## src/rtl/qspi_pio_engine.sv

```systemverilog
module qspi_pio_engine #(
  parameter int CNT_W = 16
) (
  input  logic             clk,
  input  logic             rst_n,
  input  logic             cfg_dir,
  input  logic [2:0]       cfg_lanes,
  input  logic             cfg_frag,
  input  logic             cfg_cs_sel,
  input  logic             start_wr,
  input  logic [CNT_W-1:0] start_count,
  input  logic [7:0]       tx_data,
  input  logic             tx_valid,
  output logic             tx_ready,
  output logic [7:0]       rx_data,
  output logic             rx_valid,
  input  logic             rx_ready,
  output logic             sclk,
  output logic [1:0]       cs_n,
  output logic [3:0]       lane_out,
  output logic [3:0]       lane_oe,
  input  logic [3:0]       lane_in,
  output logic             done
);

  typedef enum logic [1:0] {S_IDLE, S_FETCH, S_SHIFT} state_t;

  state_t           st;
  logic             dir_q, frag_q, cs_sel_q, cs_on;
  logic [2:0]       w_q;
  logic [CNT_W-1:0] left;
  logic [7:0]       sh, rx_q;
  logic [3:0]       slots;
  logic [1:0]       ph;
  logic             rx_v, done_q;

  wire [2:0] w_dec = (cfg_lanes == 3'd4) ? 3'd4 :
                     (cfg_lanes == 3'd2) ? 3'd2 : 3'd1;
  wire quad = (w_q == 3'd4);
  wire dual = (w_q == 3'd2);
  wire [3:0] slots_init = quad ? 4'd2 : dual ? 4'd4 : 4'd8;
  wire start_ok = (st == S_IDLE) && start_wr && (start_count != '0);

  wire [7:0] sh_in  = quad ? {sh[3:0], lane_in} :
                      dual ? {sh[5:0], lane_in[1:0]} : {sh[6:0], lane_in[1]};
  wire [7:0] sh_out = quad ? {sh[3:0], 4'b0} :
                      dual ? {sh[5:0], 2'b0} : {sh[6:0], 1'b0};

  always_ff @(posedge clk or negedge rst_n) begin
    if (!rst_n) begin
      st       <= S_IDLE;
      dir_q    <= 1'b0;
      frag_q   <= 1'b0;
      cs_sel_q <= 1'b0;
      cs_on    <= 1'b0;
      w_q      <= 3'd1;
      left     <= '0;
      sh       <= '0;
      rx_q     <= '0;
      slots    <= '0;
      ph       <= '0;
      rx_v     <= 1'b0;
      done_q   <= 1'b0;
    end else begin
      done_q <= 1'b0;
      if (rx_v && rx_ready) rx_v <= 1'b0;
      case (st)
        S_IDLE: if (start_ok) begin
          dir_q    <= cfg_dir;
          w_q      <= w_dec;
          frag_q   <= cfg_frag;
          cs_sel_q <= cfg_cs_sel;
          left     <= start_count;
          cs_on    <= 1'b1;
          st       <= S_FETCH;
        end
        S_FETCH: begin
          if (!dir_q && tx_valid) begin
            sh    <= tx_data;
            slots <= slots_init;
            ph    <= '0;
            st    <= S_SHIFT;
          end else if (dir_q && !rx_v) begin
            sh    <= '0;
            slots <= slots_init;
            ph    <= '0;
            st    <= S_SHIFT;
          end
        end
        S_SHIFT: begin
          ph <= ph + 2'd1;
          if (ph == 2'd2 && dir_q) sh <= sh_in;
          if (ph == 2'd3) begin
            if (slots == 4'd1) begin
              if (dir_q) begin
                rx_q <= sh;
                rx_v <= 1'b1;
              end
              left <= left - 1'b1;
              if (left == {{(CNT_W-1){1'b0}}, 1'b1}) begin
                st     <= S_IDLE;
                done_q <= 1'b1;
                if (frag_q) cs_on <= 1'b0;
              end else begin
                st <= S_FETCH;
              end
            end else begin
              slots <= slots - 4'd1;
              if (!dir_q) sh <= sh_out;
            end
          end
        end
        default: st <= S_IDLE;
      endcase
    end
  end

  wire [3:0] mask = quad ? 4'hf : dual ? 4'h3 : 4'h1;

  assign sclk     = (st == S_SHIFT) && ph[1];
  assign cs_n[0]  = !(cs_on && !cs_sel_q);
  assign cs_n[1]  = !(cs_on && cs_sel_q);
  assign lane_oe  = (!dir_q && st != S_IDLE) ? mask : 4'h0;
  assign lane_out = quad ? sh[7:4] : dual ? {2'b0, sh[7:6]} : {3'b0, sh[7]};
  assign tx_ready = (st == S_FETCH) && !dir_q;
  assign rx_data  = rx_q;
  assign rx_valid = rx_v;
  assign done     = done_q;

endmodule

```

## config.mk

```make
export PLATFORM = sky130hd
export DESIGN_NAME = qspi_pio_engine
export DESIGN_NICKNAME = d
export VERILOG_FILES = /design/src/rtl/qspi_pio_engine.sv
export SDC_FILE = /design/constraint.sdc
export NUM_CORES = 1
export LEC_CHECK = 0
export ABC_AREA = 1
export BUFFER_PORTS_ARGS = -buffer_cell sky130_fd_sc_hd__buf_2
export CAP_MARGIN = 40
export CORE_MARGIN = 5
export CORE_UTILIZATION = 25
export CTS_CLUSTER_DIAMETER = 80
export DETAILED_ROUTE_END_ITERATION = 8
export PLACE_DENSITY = 0.53
export SLEW_MARGIN = 20
export SYNTH_ARGS = -nofsm -noshare
export SYNTH_HDL_FRONTEND = slang
export SYNTH_SLANG_ARGS = --single-unit
export TNS_END_PERCENT = 50
```

## constraint.sdc

```tcl
create_clock -name clk -period 1.76 [get_ports clk]
set_clock_uncertainty 0.05 [all_clocks]
set_input_delay 0 -clock clk [delete_from_list [all_inputs] [get_ports clk]]
set_output_delay 0 -clock clk [all_outputs]
set_load 0.005 [all_outputs]
```

-- After elaboration in Yosys (flattened, before gate mapping)
Cells that the tools add are included.
- register bits: 49
- input bits: 39
- output and inout port bits: 22
- logic and storage cells: 115
- add/subtract/negate cells: 3
- eq/ne operators: 17
- mux-type cells: 54
- reduce and logical (&&, ||, !) cells: 28
- operators by type and width (kind ; count):
    $mux W8 ; 10
    $mux W16 ; 3
    $mux W4 ; 9
    $pmux W16 S2 ; 1
    $mux W2 ; 10
    $eq A16 B1 Y1 const B ; 1
    $pmux W8 S2 ; 1
    $reduce_and A4 Y1 ; 4
    $reduce_bool A16 Y1 ; 1
    $sub A16 B1 Y16 const B ; 1
    $mux W1 ; 15
    $ne A2 B2 Y1 const B ; 6
    $logic_and A1 B1 Y1 ; 11
    $pmux W4 S2 ; 1
    $eq A2 B2 Y1 const B ; 3
    $eq A3 B2 Y1 const B ; 2
    $eq A3 B3 Y1 const B ; 2
    $pmux W2 S3 ; 1
    $reduce_and A6 Y1 ; 1
    $reduce_bool A2 Y1 ; 3
    $logic_not A1 Y1 ; 5
    $eq A4 B1 Y1 const B ; 1
    $pmux W2 S2 ; 1
    $reduce_and A2 Y1 ; 2
    other kinds (7) ; 7

-- Depth between registers and ports, before layout
- depth after elaboration: 8
- mapped depth: 11
- gate-level depth less buffers: 11

-- Worst setup path after synthesis
OpenSTA, ideal clock, no wires.
- kind: flip-flop to flip-flop
- start point: reg slots[1]
- end point: reg left[3]
- arrival time: 1.456 ns
- data required time: 1.594 ns
- setup slack: 0.138 ns
- cell stages (with the launch flop): 12
- period minus slack after synthesis: 1.622 ns
- cells stage by stage: dfrtp_1 -> inv_1 -> ha_1 -> nand3_1 -> nand2_2 -> nand2_1 -> nor2_1 -> nand2_2 -> buf_6 -> buf_8 -> nand2_1 -> nand2_1
- word-level cells in the longest chain between the ends: 3
- ends and longest elaborated chain (what ; RTL line ; text):
    from (decl) ; 33 ; logic [3:0] slots;
    from (signal assigned) ; 80 ; slots <= slots_init;
    from (signal assigned) ; 85 ; slots <= slots_init;
    from (signal assigned) ; 108 ; slots <= slots - 4'd1;
    $eq A4 B1 Y1 ; 94 ; if (slots == 4'd1) begin
    $ne A2 B2 Y1 (no source line) ; -- ;
    $reduce_and A4 Y1 (no source line) ; -- ;
    to (signal assigned) ; 73 ; left <= start_count;
    to (signal assigned) ; 99 ; left <= left - 1'b1;
    to (decl) ; 31 ; logic [CNT_W-1:0] left;
No other way between the ends.
A chain may end at the register's enable or synchronous reset.

-- Final worst setup path
- start point: reg w_q[1]
- end point: out lane_oe[1]
- word-level cells in the longest chain between the ends: 4
- elaborated cells on any way between the ends: 5
- ends and longest elaborated chain (what ; RTL line ; text):
    from (decl) ; 30 ; logic [2:0] w_q;
    from (signal assigned) ; 70 ; w_q <= w_dec;
    $eq A3 B2 Y1 ; 40 ; wire dual = (w_q == 3'd2);
    $mux W2 ; 118 ; wire [3:0] mask = quad ? 4'hf : dual ? 4'h3 : 4'h1;
    $mux W4 (*) ; 118 ;
    $mux W4 (*) ; 123 ; assign lane_oe = (!dir_q && st != S_IDLE) ? mask : 4'h0;
    to (decl) ; 21 ; output logic [3:0] lane_oe,
Mark *: on every way between the ends. The rest lies on a longest branch, timed or not.

==> flow_summary.json <==
{
  "critPathMostFrequentCell": "nand2_1",
  "timing.rr.start": "slots[0]",
  "final_core_util": 0.331,
  "peakVddDrop_mv": 0.369,
  "vias": 3195,
  "max-slew-margin-rel": 0.736,
  "cap_violations": 0,
  "multi_input_area_mm2": 0.00171,
  "drt_iter0_markers": 172,
  "p_total_mw": 2.66,
  "reg2regPathDepth": 9,
  "finalNetCount": 597,
  "port_buffers": 60,
  "yosys_warnings": 0,
  "crit_chain": "nor2_1, nand2_1, nand2_1, clkinv_2, nor3_1, buf_2",
  "cp_max_fo": 9,
  "r2r_slack_ps": 130,
  "cts_max_path_buffers": 2,
  "wirelength_mm": 9.10,
  "failed_checks": "negative hold slack",
  "path_delay_family": "simple AND/OR/NAND/NOR gates",
  "timing.final.max_slew_violations": 0,
  "end_kind": "output port",
  "die_x_um": 123,
  "fmax_ghz": 0.604,
  "placedCellCount": 696,
  "start_util": 0.254,
  "cellLeakagePower_nw": 2.20,
  "fin_cells": 725,
  "grt_pass1_vias": 3111,
  "r2r-end": "sh[2]",
  "coreArea_mm2": 0.0126,
  "synth_seq_area_share": 0.385,
  "synth_area_per_cell_um2": 6.94,
  "rsz0062_at_grt": "true",
  "min_period_ps": 1650,
  "crit_slowest_cell": "dfrtp_1",
  "synthCells": 460,
  "drt_pre_antenna_iters": 5,
  "worstHoldPathType": "in -> reg",
  "max_stage_delay_ps": 400,
  "h-tree-depth": 2,
  "antenna_found_initial": 0,
  "clock_latency_ps": 290,
  "status": "complete, but fails checks",
  "path_buf_inv": 2,
  "clock_sinks": 49,
  "synth_area_mm2": 0.00319,
  "grt_first_pass_wirelength_mm": 15.1,
  "drc": 0,
  "whs_ps": -3.08,
  "dp_hpwl_mm": 6.71,
  "cp.arrival_ps": 1600,
  "cts_tree": "yes",
  "cts_buffers": 5,
  "num-fill-cells": 1339,
  "finalSetupViolations": 0,
  "path_clk_slew_ps": 60,
  "min_path_cells": 5,
  "grt_overflow": 0,
  "cts_root_buf": "clkbuf_16",
  "drtAntennaViolNets": 0,
  "antenna-diode-count": 0,
  "fp-row-count": 41,
  "period_share": 0.940,
  "die_area_mm2": 0.0151,
  "worst_pin_slew_ps": 394,
  "vias_per_cell": 4.41,
  "hold_end": "left[14]",
  "fp.dieH_um": 123,
  "grt_max_degree": 50,
  "finalHoldViolations": 1,
  "wire_per_inst_um": 12.6,
  "crit_required_ps": 1710,
  "min_from": "start_count[14]",
  "area_growth_pct": 30.4,
  "layout-drive-gt1-share": 0.210,
  "async_flop_share": 1.00,
  "grt_use_total": 0.126,
  "synth_cell_type_count": 40,
  "synth_edf_count": 0,
  "ys.flop_type": "dfrtp_1",
  "syn_nets": 505,
  "synth_seq_cells": 49,
  "pin_count": 61,
  "criticalPathCategory": "reg -> out",
  "power_density_mw_per_mm2": 639,
  "gp_congestion": 0.861,
  "seqCellArea_mm2": 0.00123,
  "start_kind": "flop"
}
==> cells in the final DEF (no fill, tap or decap), types with 3 or more instances in the layout <==
cell type	n
ha_1	6
a21oi_1	12
o21ai_0	21
buf_4	13
nor2_1	42
nand2_1	170
nand2_2	6
clkbuf_16	5
o221ai_1	3
o21ai_2	9
xor2_1	3
nand4_1	3
nor2_2	3
dfrtp_1	48
nand3_1	36
o21ai_1	4
dlygate4sd3_1	21
o21bai_1	3
nand3b_1	3
inv_1	46
buf_2	60
==> worst min-delay path, cell delays in order <==
cell     delay, ps
buf_2           90
nand2_1         60
nand2_1         60
nand2_1         40
nand2_1         40
==> Yosys cell counts, types with 2 or more instances <==
cell	number	area share
inv_1	46	0.054
buf_2	3	0.0047
a21oi_1	12	0.019
a211oi_1	2	0.0047
a31oi_1	2	0.0039
o21ai_2	10	0.027
o211ai_1	2	0.0047
o22ai_1	2	0.0039
dfrtp_1	48	0.38
inv_2	3	0.0035
nand4_1	3	0.0059
o21ai_1	3	0.0047
nand2_2	4	0.0078
nor2_1	45	0.053
nand3_1	37	0.058
o21bai_1	3	0.0071
o21ai_0	22	0.035
nor3b_1	2	0.0047
nor2_4	2	0.0071
nor3_1	2	0.0031
nand3b_1	3	0.0071
buf_4	2	0.0047
buf_6	4	0.014
ha_1	6	0.024
nand2_1	173	0.20
xor2_1	3	0.0082
o221ai_1	3	0.0082
==> sequential cells by signal, summed over array words and instances, names as in the netlist <==
register  flops
sh            8
cs_on         1
rx_data       8
left         16
cs_sel_q      1
st            2
rx_valid      1
dir_q         1
ph            2
w_q           3
slots         4
frag_q        1
done          1
==> report_power, final <==
part	internal, mW	switching, mW
sequential	1.17	0.0413
combinational	0.150	0.195
clock	0.670	0.429
==> layout make-up <==
class,instances,share of cell area
clock buffers,6,0.0310
flip-flops and latches,49,0.295
inverters,51,0.0475
repair buffers,96,0.155
multi-input cells,349,0.412
clock inverters,2,0.00842
well taps,172,0.0517
==> metal layers <==
metal  routed length, um  track usage  up-vias
li1                    -            -     1650
met1                4270        0.168     1470
met2                4330        0.206       63
met3                 312       0.0178       12
met4                 194       0.0491        0
met5                   0            0        -
==> timing repair <==
action / in CTS / in global routing
hold buffers: 21 / 0
endpoints found under the hold margin: 69 / 0
setup buffers: 0 / 0
setup endpoints to repair: 1 / 34
gates resized for setup: 1 / 15
==> kinds of logic (layout without fill, tap and decap cells) <==
logic type                 Yosys count  in the layout  share of synthesized area
AOI/OAI and AO/OA                   64             64                      0.125
xor gates and xnor gates             3              3                    0.00824
muxes                                1              1                    0.00314
DFF                                 49             49                      0.385
adders and majority gates            6              6                     0.0235
buffers and inverters               62            155                     0.0902
and+or+nand+nor                    275            275                      0.365
==> how the worst max path moves through the flow <==
stage / slack, ps / to / cells past startpoint / from
floorplan: 140 / left[3] / 11 / slots[1]
global placement: 80 / left[1] / 7 / st[0]
detailed placement: 40 / left[4] / 7 / st[0]
CTS: 20 / left[4] / 11 / start_count[13]
global route: -9 / lane_out[0] / 7 / w_q[0]
finish: 110 / lane_oe[1] / 6 / w_q[1]
==> per-stage QoR <==
| step | instance area, um^2 | setup WS (ps) | setup TNS (ps) |
|---|---|---|---|
| after floorplan | 3190 | 138 | 0 |
| after global placement | 3740 | 83.4 | 0 |
| after detailed placement | 3740 | 41.8 | 0 |
| after CTS | 4110 | 17.2 | 0 |
| after global routing | 4160 | -9.31 | -9.31 |
| final | 4160 | 106 | 0 |
Note: power is estimated with default switching activity, not from simulation.
